### src/rtl/evt_pkg.sv
package evt_pkg;

  localparam int WIN_AW = 10;

  localparam logic [WIN_AW-1:0] OFS_CAP_LO  = 10'h000;
  localparam logic [WIN_AW-1:0] OFS_CAP_HI  = 10'h004;
  localparam logic [WIN_AW-1:0] OFS_GCFG    = 10'h010;
  localparam logic [WIN_AW-1:0] OFS_GCFG_HI = 10'h014;
  localparam logic [WIN_AW-1:0] OFS_STS     = 10'h020;
  localparam logic [WIN_AW-1:0] OFS_CNT_LO  = 10'h0F0;
  localparam logic [WIN_AW-1:0] OFS_CNT_HI  = 10'h0F4;

  localparam int TMR_FIRST_BLK = 8;  // 0x100 / 0x20
  localparam int TMR_MAX_WIN   = 24; // blocks 0x100..0x3FF

  localparam logic [31:0] CAP_BASE     = 32'h8086_A001;
  localparam logic [31:0] GCFG_WMASK   = 32'h0000_0003;
  localparam logic [31:0] TCFG_WMASK   = 32'h0000_7F4E;
  localparam logic [31:0] TCFG_RST_LO  = 32'h0000_0030;
  localparam logic [31:0] TCFG_RST_HI  = 32'h0000_0004;
  localparam int          TCFG_BIT_32  = 8;

  typedef enum logic [2:0] {
    SLOT_CFG_LO = 3'd0,
    SLOT_CFG_HI = 3'd1,
    SLOT_CMP_LO = 3'd2,
    SLOT_CMP_HI = 3'd3,
    SLOT_RT_LO  = 3'd4,
    SLOT_RT_HI  = 3'd5
  } slot_e;

  typedef enum logic [3:0] {
    ACC_NONE,
    ACC_CAP_LO,
    ACC_CAP_HI,
    ACC_GCFG,
    ACC_GCFG_HI,
    ACC_STS,
    ACC_CNT_LO,
    ACC_CNT_HI,
    ACC_TMR
  } acc_e;

  typedef struct packed {
    logic       wr;
    logic       rd;
    acc_e       kind;
    logic [4:0] idx;
    slot_e      slot;
  } dec_t;

  function automatic int clamp_nt(input int n);
    if (n < 3)  return 3;
    if (n > 32) return 32;
    return n;
  endfunction

endpackage

### src/rtl/evt_addr_dec.sv
module evt_addr_dec
  import evt_pkg::*;
#(
  parameter int NT = 3
) (
  input  logic              valid_i,
  input  logic              we_i,
  input  logic [WIN_AW-1:0] addr_i,
  output dec_t              dec_o
);

  logic [4:0] blk;
  logic [4:0] tidx;

  assign blk  = addr_i[9:5];
  assign tidx = blk - 5'(TMR_FIRST_BLK);

  always_comb begin
    dec_o.wr   = valid_i && we_i;
    dec_o.rd   = valid_i && !we_i;
    dec_o.kind = ACC_NONE;
    dec_o.idx  = '0;
    dec_o.slot = SLOT_CFG_LO;
    if (addr_i[9:8] != 2'b00) begin
      // timer windows: word aligned, slots 0..5, index below count
      if (addr_i[1:0] == 2'b00 && addr_i[4:2] <= 3'd5 && 32'(tidx) < NT) begin
        dec_o.kind = ACC_TMR;
        dec_o.idx  = tidx;
        dec_o.slot = slot_e'(addr_i[4:2]);
      end
    end else begin
      case (addr_i)
        OFS_CAP_LO:  dec_o.kind = ACC_CAP_LO;
        OFS_CAP_HI:  dec_o.kind = ACC_CAP_HI;
        OFS_GCFG:    dec_o.kind = ACC_GCFG;
        OFS_GCFG_HI: dec_o.kind = ACC_GCFG_HI;
        OFS_STS:     dec_o.kind = ACC_STS;
        OFS_CNT_LO:  dec_o.kind = ACC_CNT_LO;
        OFS_CNT_HI:  dec_o.kind = ACC_CNT_HI;
        default:     dec_o.kind = ACC_NONE;
      endcase
    end
  end

endmodule

### src/rtl/evt_main_cnt.sv
module evt_main_cnt #(
  parameter int CW = 64,
  localparam int HW = CW / 2
) (
  input  logic          clk_i,
  input  logic          rst_ni,
  input  logic          en_i,
  input  logic          wr_lo_i,
  input  logic          wr_hi_i,
  input  logic [HW-1:0] wdata_i,
  output logic [CW-1:0] cnt_o
);

  logic [CW-1:0] cnt_q;

  // software load takes precedence over the running increment
  always_ff @(posedge clk_i or negedge rst_ni) begin
    if (!rst_ni) begin
      cnt_q <= '0;
    end else if (wr_lo_i) begin
      cnt_q <= {cnt_q[CW-1:HW], wdata_i};
    end else if (wr_hi_i) begin
      cnt_q <= {wdata_i, cnt_q[HW-1:0]};
    end else if (en_i) begin
      cnt_q <= cnt_q + CW'(1);
    end
  end

  assign cnt_o = cnt_q;

endmodule

### src/rtl/evt_tmr_win.sv
module evt_tmr_win
  import evt_pkg::*;
(
  input  logic        clk_i,
  input  logic        rst_ni,
  input  logic        wr_i,
  input  slot_e       slot_i,
  input  logic [31:0] wdata_i,
  output logic [31:0] rdata_o,
  output logic        armable_o
);

  logic [31:0] cfg_lo_q;
  logic [63:0] cmp_q;
  logic [63:0] rt_q;

  always_ff @(posedge clk_i or negedge rst_ni) begin
    if (!rst_ni) begin
      cfg_lo_q <= TCFG_RST_LO;
      cmp_q    <= '1;
      rt_q     <= '0;
    end else if (wr_i) begin
      case (slot_i)
        SLOT_CFG_LO: begin
          cfg_lo_q <= (wdata_i & TCFG_WMASK) | (cfg_lo_q & ~TCFG_WMASK);
          if (wdata_i[TCFG_BIT_32]) cmp_q[63:32] <= '0;
        end
        SLOT_CMP_LO: cmp_q[31:0]  <= wdata_i;
        SLOT_CMP_HI: cmp_q[63:32] <= wdata_i;
        SLOT_RT_LO:  rt_q[31:0]   <= wdata_i;
        SLOT_RT_HI:  rt_q[63:32]  <= wdata_i;
        default: ;
      endcase
    end
  end

  always_comb begin
    case (slot_i)
      SLOT_CFG_LO: rdata_o = cfg_lo_q;
      SLOT_CFG_HI: rdata_o = TCFG_RST_HI;
      SLOT_CMP_LO: rdata_o = cmp_q[31:0];
      SLOT_CMP_HI: rdata_o = cmp_q[63:32];
      SLOT_RT_LO:  rdata_o = rt_q[31:0];
      SLOT_RT_HI:  rdata_o = rt_q[63:32];
      default:     rdata_o = '0;
    endcase
  end

  assign armable_o = ~&cmp_q;

endmodule

### src/rtl/evt_tmr_regs.sv
module evt_tmr_regs
  import evt_pkg::*;
#(
  parameter int          NUM_TIMERS = 3,
  parameter logic [31:0] TICK_FS    = 32'd10_000_000,
  localparam int         NT         = clamp_nt(NUM_TIMERS),
  localparam int         NWIN       = (NT < TMR_MAX_WIN) ? NT : TMR_MAX_WIN
) (
  input  logic              clk_i,
  input  logic              rst_ni,
  input  logic              bus_valid_i,
  input  logic              bus_we_i,
  input  logic [WIN_AW-1:0] bus_addr_i,
  input  logic [31:0]       bus_wdata_i,
  output logic [31:0]       bus_rdata_o,
  input  logic [NT-1:0]     isr_i,
  output logic [NT-1:0]     ch_wr_o,
  output logic [2:0]        ch_slot_o,
  output logic              sts_wr_o,
  output logic [31:0]       wr_data_o,
  output logic [NT-1:0]     arm_o,
  output logic [NT-1:0]     disarm_o,
  output logic              glb_en_o,
  output logic              legacy_o,
  output logic [63:0]       count_o
);

  localparam logic [31:0] CAP_WORD = {CAP_BASE[31:13], 5'(NT - 1), CAP_BASE[7:0]};

  dec_t        dec;
  logic [31:0] gcfg_q;
  logic [31:0] rdata_q;
  logic [31:0] rd_mux;
  logic [63:0] cnt;
  logic        en_rise;
  logic        en_fall;

  logic [31:0]   win_rdata [NWIN];
  logic [NWIN-1:0] win_wr;
  logic [NT-1:0]   armable;

  logic [NT-1:0] ch_wr_q;
  logic [2:0]    slot_q;
  logic          sts_wr_q;
  logic [31:0]   wd_q;
  logic [NT-1:0] arm_q;
  logic [NT-1:0] disarm_q;

  evt_addr_dec #(.NT(NT)) u_dec (
    .valid_i (bus_valid_i),
    .we_i    (bus_we_i),
    .addr_i  (bus_addr_i),
    .dec_o   (dec)
  );

  evt_main_cnt #(.CW(64)) u_cnt (
    .clk_i   (clk_i),
    .rst_ni  (rst_ni),
    .en_i    (gcfg_q[0]),
    .wr_lo_i (dec.wr && dec.kind == ACC_CNT_LO),
    .wr_hi_i (dec.wr && dec.kind == ACC_CNT_HI),
    .wdata_i (bus_wdata_i),
    .cnt_o   (cnt)
  );

  for (genvar i = 0; i < NWIN; i++) begin : g_win
    assign win_wr[i] = dec.wr && dec.kind == ACC_TMR && dec.idx == 5'(i);
    evt_tmr_win u_win (
      .clk_i     (clk_i),
      .rst_ni    (rst_ni),
      .wr_i      (win_wr[i]),
      .slot_i    (dec.slot),
      .wdata_i   (bus_wdata_i),
      .rdata_o   (win_rdata[i]),
      .armable_o (armable[i])
    );
  end

  // timers with no reachable window never hold a usable comparator
  if (NT > NWIN) begin : g_unreach
    assign armable[NT-1:NWIN] = '0;
  end

  assign en_rise = dec.wr && dec.kind == ACC_GCFG &&  bus_wdata_i[0] && !gcfg_q[0];
  assign en_fall = dec.wr && dec.kind == ACC_GCFG && !bus_wdata_i[0] &&  gcfg_q[0];

  always_comb begin
    rd_mux = '0;
    case (dec.kind)
      ACC_CAP_LO:  rd_mux = CAP_WORD;
      ACC_CAP_HI:  rd_mux = TICK_FS;
      ACC_GCFG:    rd_mux = gcfg_q;
      ACC_STS:     rd_mux = 32'(isr_i);
      ACC_CNT_LO:  rd_mux = cnt[31:0];
      ACC_CNT_HI:  rd_mux = cnt[63:32];
      ACC_TMR: begin
        for (int i = 0; i < NWIN; i++) begin
          if (dec.idx == 5'(i)) rd_mux = win_rdata[i];
        end
      end
      default:     rd_mux = '0;
    endcase
  end

  always_ff @(posedge clk_i or negedge rst_ni) begin
    if (!rst_ni) begin
      gcfg_q   <= '0;
      rdata_q  <= '0;
      ch_wr_q  <= '0;
      slot_q   <= '0;
      sts_wr_q <= 1'b0;
      wd_q     <= '0;
      arm_q    <= '0;
      disarm_q <= '0;
    end else begin
      if (dec.wr && dec.kind == ACC_GCFG) begin
        gcfg_q <= (bus_wdata_i & GCFG_WMASK) | (gcfg_q & ~GCFG_WMASK);
      end
      if (dec.rd) rdata_q <= rd_mux;
      ch_wr_q  <= NT'(win_wr);
      slot_q   <= dec.slot;
      sts_wr_q <= dec.wr && dec.kind == ACC_STS;
      if (dec.wr) wd_q <= bus_wdata_i;
      arm_q    <= en_rise ? armable : '0;
      disarm_q <= en_fall ? '1 : '0;
    end
  end

  assign bus_rdata_o = rdata_q;
  assign ch_wr_o     = ch_wr_q;
  assign ch_slot_o   = slot_q;
  assign sts_wr_o    = sts_wr_q;
  assign wr_data_o   = wd_q;
  assign arm_o       = arm_q;
  assign disarm_o    = disarm_q;
  assign glb_en_o    = gcfg_q[0];
  assign legacy_o    = gcfg_q[1];
  assign count_o     = cnt;

endmodule

### config.mk
export PLATFORM = sky130hd
export DESIGN_NAME = evt_tmr_regs
export DESIGN_NICKNAME = d
export VERILOG_FILES = /design/src/rtl/evt_pkg.sv /design/src/rtl/evt_addr_dec.sv /design/src/rtl/evt_main_cnt.sv /design/src/rtl/evt_tmr_win.sv /design/src/rtl/evt_tmr_regs.sv
export SDC_FILE = /design/constraint.sdc
export NUM_CORES = 1
export LEC_CHECK = 0
export BUFFER_PORTS_ARGS = -buffer_cell sky130_fd_sc_hd__buf_2
export CORE_UTILIZATION = 30
export CTS_BUF_LIST = sky130_fd_sc_hd__clkbuf_16
export DETAILED_ROUTE_END_ITERATION = 8
export PLACE_DENSITY = 0.5
export SETUP_SLACK_MARGIN = 0.3
export SLEW_MARGIN = 20
export SYNTH_ARGS = -nofsm -noshare
export SYNTH_HDL_FRONTEND = slang
export SYNTH_SLANG_ARGS = --single-unit
### constraint.sdc
create_clock -name clk_i -period 2.61 [get_ports clk_i]
set_clock_uncertainty 0.15 [all_clocks]
set_input_delay 0.1305 -clock clk_i [delete_from_list [all_inputs] [get_ports clk_i]]
set_output_delay 0.1305 -clock clk_i [all_outputs]
set_load 0.03 [all_outputs]
Word level (Yosys, flattened, before mapping) --
Index checks and enable logic that the tools add are counted.
Cells by class: add/subtract/negate cells 2, order comparisons 2, equal/unequal tests 22, mux-type cells 18, bitwise logic cells 5, reduce and logical (&&, ||, !) cells 50
Operators by type and width (count):
- $pmux 32 s6 | 3
- $pmux 32 s7 | 1
- $reduce_and 64->1 | 3
- $mux 32 | 5
- $mux 64 | 2
- $or 15x32->32 | 3
- $add 64x1->64 const B | 1
- $pmux 32 s2 | 1
- $or 2x32->32 | 1
- $reduce_and 2->1 | 14
- $pmux 3 s7 | 1
- $eq 10x5->1 const B | 2
- $eq 10x8->1 const B | 2
- $logic_and 1x1->1 | 16
- $eq 4x3->1 const B | 3
- $mux 12 | 1
- $eq 10x3->1 const B | 1
- $eq 10x6->1 const B | 1
- $logic_not 10->1 | 1
- $reduce_and 3->1 | 3
- $eq 4x2->1 const B | 2
- $mux 8 | 1
- $reduce_bool 2->1 | 4
- $eq 3x2->1 const B | 2
- 18 further kinds | 25
Storage, ports and cells: register bits after elaboration 653, input port bits 49, output and inout port bits 143, word-level logic and storage cells 124

Longest topological paths before layout --
depth in word-level cells 11, gate-level depth with buffers 12, mapped depth without buffers 10

By module --
Synthesis repeated with hierarchy kept, for this count alone.
Second synthesis, totals: cells, all modules 2422, area total of the unflattened synthesis 28333.4 um^2
Modules (own cells, without submodules):
- evt_tmr_win | times used 3, cells each 462, area an instance 6419.9 um^2, sequential area each 3558.4 um^2
- evt_main_cnt | times used 1, cells each 553, area an instance 4521.8 um^2, sequential area each 1601.5 um^2
- evt_tmr_regs | times used 1, cells each 450, area an instance 4316.6 um^2, sequential area each 1926.8 um^2
- evt_addr_dec | times used 1, cells each 33, area an instance 235.2 um^2, sequential area each 0.0 um^2

Least setup slack after synthesis --
Ideal clock, no wire load.
kind flip-flop to flip-flop, start point register u_cnt.cnt_q[11], in the netlist u_cnt.cnt_o[11], end point register u_cnt.cnt_q[42], in the netlist u_cnt.cnt_o[42], library setup time 126 ps, arrival time 2213 ps, required time 2334 ps, path slack 121 ps, stages on the path, launching flop included 8, buffers on the path 1, clock period less this slack 2489 ps, cell sequence dfrtp_1 clkbuf_1 and4_1 nand4_1 nor4_4 nand3_1 mux2i_1 a221o_1
Between the ends: cells in the longest elaborated chain, start to end 3
Ends and longest elaborated chain:
- start: declaration | line evt_main_cnt.sv:14 | logic [CW-1:0] cnt_q;
- start signal: assignment | line evt_main_cnt.sv:21 | cnt_q <= {cnt_q[CW-1:HW], wdata_i};
- start signal: assignment | line evt_main_cnt.sv:23 | cnt_q <= {wdata_i, cnt_q[HW-1:0]};
- start signal: assignment | line evt_main_cnt.sv:25 | cnt_q <= cnt_q + CW'(1);
- $add 64x1->64 | line evt_main_cnt.sv:25
- $mux 64 | line evt_main_cnt.sv:24 | end else if (en_i) begin
- $mux 64 | line evt_main_cnt.sv:22 | end else if (wr_hi_i) begin
No other way between the ends. The select of a mux whose other input is x is not followed. A chain may end at the register's enable or synchronous reset.

Worst setup path after layout --
start point register u_cnt.cnt_q[19], in the netlist u_cnt.cnt_o[19], end point register u_cnt.cnt_q[42], in the netlist u_cnt.cnt_o[42]
The elaborated chain is that of the path after synthesis.

==> flow_summary_export.csv <==
group,metric,value,unit
routing,drt_first_iter_violations,2277,
timing,finalCritPeriodShare,87.3,%
clock_network,cts-root-buf,"clkbuf_16",
global_routing,gr-total-overflow,0,
timing,grt_setup_unrepaired,"yes",
setup_path,cp_slowest_stage_delay,0.64,ns
logic_synthesis,yosysMostFrequentCell,"dfrtp_1",
timing,max_freq,439,MHz
pwr,seq_power_share,44.8,%
clock_network,cts.reportedPaths.clkPinSlew,0.07,ns
die,die_width,303,um
logic_synthesis,yosys_warnings,0,
timing,final_hold_viol_count,0,
pwr,p_comb_share,10.2,%
logic_synthesis,post_synth.cell_area_avg,10.9,sq um
logic_synthesis,synth_common_cells,"dfrtp_1, nand2_1, mux2_2, dfstp_2, o21ai_0",
routing,first_pass_iters,9,
setup_path,critPathLaunch,"u_cnt.cnt_o[19]",
logic_synthesis,synthTopCellsByArea,"dfrtp_1, dfstp_2, mux2_2",
routing,routed-wl-met2,56800,um
logic_synthesis,synth-edff-count,0,
setup_path,crit_path_start_kind,"register",
setup_path,crit_fanout,5,
timing,worst_slew_pin_slew,0.806,ns
setup_path,crit_path_end_kind,"register",
pwr,leakagePower,15.0,nW
routing,wl_per_cell,29.5,um
clock_network,tritoncts,"built",
pwr,p_switching,5.62,mW
routing,drc,0,
timing,finalSetupViolCount,0,
die,pin_count,192,
logic_synthesis,synth_top_area_share,33.7,%
logic_synthesis,async_flop_share,100,%
clock_network,cts_buffer_depth,3,
clock_network,numCtsBuffers,61,
pwr,swShare,27.7,%
die,start_util,30.3,%
pwr,vdd_drop_max,567,uV
timing,slew_violations,0,
die,die_area,0.0919,sq mm
logic_synthesis,ys_dominant_reg_cell,"dfrtp_1",
setup_path,cp_top_family,"simple AND/OR/NAND/NOR gates",
setup_path,r2r-start,"u_cnt.cnt_o[19]",
timing,finalCriticalPeriod,2.28,ns
setup_path,path_cells,"nand4_1 > or4_4 > nor4_4 > nand3_1 > mux2i_1 > a221o_1",
routing,via_per_inst,5.68,
layout,layout-drive-gt1-share,41.8,%
place,dpl.hpwl,89200,um
timing,fin_ws,0.331,ns
global_routing,antenna_found_initial,5,
setup_path,worst_ep_required_time,3.01,ns
layout,syn_to_final_growth,26.8,%
pwr,power.density,587,mW/mm^2
timing,slew_headroom,46.3,%
clock_network,clock_sinks,558,
pwr,p_total,20.3,mW
logic_synthesis,ys_ff_latch,558,
routing,drt-met1-wl,52100,um
place,gp_congestion,0.921,
global_routing,grt_max_degree,77,
logic_synthesis,syn_area,0.0272,sq mm
routing,ant_nets,0,
setup_path,arrival,2.67,ns
logic_synthesis,syn-instance-count,2503,
worst_hold_path,hp-start,"bus_addr_i[3]",
pwr,p_clk_share,45.0,%
run_status,status,"complete, no violations",
place,placedCellCount,3967,
logic_synthesis,syn-num-nets,2555,
logic_synthesis,ys_seq_area_share,52.2,%
global_routing,grt_first_pass_wirelength,174000,um
die,die_height,303,um
global_routing,grt.total_usage,26.4,%
timing,hold_ws,0.0357,ns
place,dp_slack,-0.154,ns
place,portBuffers,191,
layout,final_nets,2975,
layout,final_cells,4155,
routing,met3_wirelength,8590,um
setup_path,cp_slowest_cell,"or4_4",
die,rows,110,
routing,highest_layer,"met5",
logic_synthesis,ys_types,92,
global_routing,grt_pass1_vias,23400,
setup_path,crit_buf_inv,0,
routing,vias,23600,
die,coreArea,0.0899,sq mm
routing,drt_wl_total,123000,um
clock_network,clk_latency,0.67,ns
clock_network,htree_levels,2,
worst_hold_path,hold_class,"in2reg",
pwr,intPower,14.6,mW
layout,fin_util,38.4,%
run,max_cap_viol_count,0,
logic_synthesis,synth_top_area_cell,"dfrtp_1",
setup_path,criticalPathCategory,"reg2reg",
==> metrics by stage <==
stage               TNS [ns]  instance area [sq um]
finish                     0                  34500
global route               0                  34500
CTS                        0                  34300
detailed placement     -7.99                  31700
global placement      -10.56                  31700
floorplan                  0                  27300
==> worst paths after layout <==
path / slack (ns) / endpoint / cells after the start
max in group asynchronous: 1.75 / g_win[0].u_win.cmp_q[21] / 3
worst min register to register: 0.32 / wr_data_o[29] / 2
worst max-delay path: 0.33 / u_cnt.cnt_o[42] / 6
worst max register to register: 0.33 / u_cnt.cnt_o[42] / 6
worst min-delay path: 0.04 / ch_slot_o[1] / 4
min in group asynchronous: 0.05 / g_win[0].u_win.cmp_q[23] / 2
==> power groups by stage <==
stage / clock network [mW] / logic, mW / registers, mW
floorplan: 0 / 0.573 / 9.52
global placement: 0 / 1.98 / 9.22
detailed placement: 0 / 2.00 / 9.22
CTS: 9.27 / 2.06 / 9.08
global route: 9.63 / 2.20 / 9.10
finish: 9.12 / 2.07 / 9.08
==> placed cells by master (no fill, tap or decap), drive strengths merged, types with 41 or more instances in the layout <==
cell type,synthesis,final
a21oi,119,119
a221oi,57,57
a22oi,73,73
buf,104,519
clkbuf,100,62
dfrtp,366,366
dfstp,192,192
dlygate4sd3,0,41
mux2,332,332
mux2i,41,41
nand2,341,341
nand4,72,72
nor2,119,119
o21ai,182,182
==> area by class of cell <==
class                           count  area [sq um]
Inverter                           17          63.8
Antenna cell                        3          7.51
Multi-Input combinational cell   1724         12100
Timing Repair Buffer              561          4490
Fill cell                        8785         55400
Clock buffer                       61          1530
Tap cell                         1176          1470
Clock inverter                     55           549
Sequential cell                   558         14200
==> routing by layer <==
metal | GRT usage (%) | up-vias
li1 | - | 10100
met2 | 42.2 | 1102
met5 | 0 | -
met3 | 4.11 | 261
met1 | 35.8 | 12200
met4 | 10.1 | 4
==> flip-flops by register name, indices dropped and copies added, names as in the netlist <==
register and count:
bus_rdata_o 32, disarm_o 1, wr_data_o 32, g_win.u_win.cfg_lo_q 33, ch_slot_o 3, u_cnt.cnt_o 64
g_win.u_win.rt_q 192, sts_wr_o 1, gcfg_q 2, arm_o 3, g_win.u_win.cmp_q 192, ch_wr_o 3
==> what timing repair did <==
action | 4_1_cts | 5_1_grt
setup buffers | 9 | 18
hold buffers | 42 | 0
hold endpoints to repair | 853 | 0
setup endpoints to repair | 18 | 15
gates cloned | 0 | 0
pin swaps | 3 | 6
gates resized for setup | 8 | 23
==> kinds of logic (layout without fill, tap and decap cells) <==
group	after synthesis	in the layout	synth area share (%)
simple gates	722	722	13.1
xor+xnor	32	32	1.03
mux	373	373	15.3
buf+inv	221	694	3.80
fa+ha+maj	3	3	0.138
other cells	0	3	0
flops	558	558	52.2
compound gates	594	594	14.5
==> worst reg2reg max path, cell delays in order, from the launching register on <==
cell     delay (ns)
dfrtp_2        0.43
nand4_1        0.11
or4_4          0.64
nor4_4         0.30
nand3_1        0.14
mux2i_1        0.13
a221o_1        0.25
No activity file was read; power rests on OpenSTA's default activity.
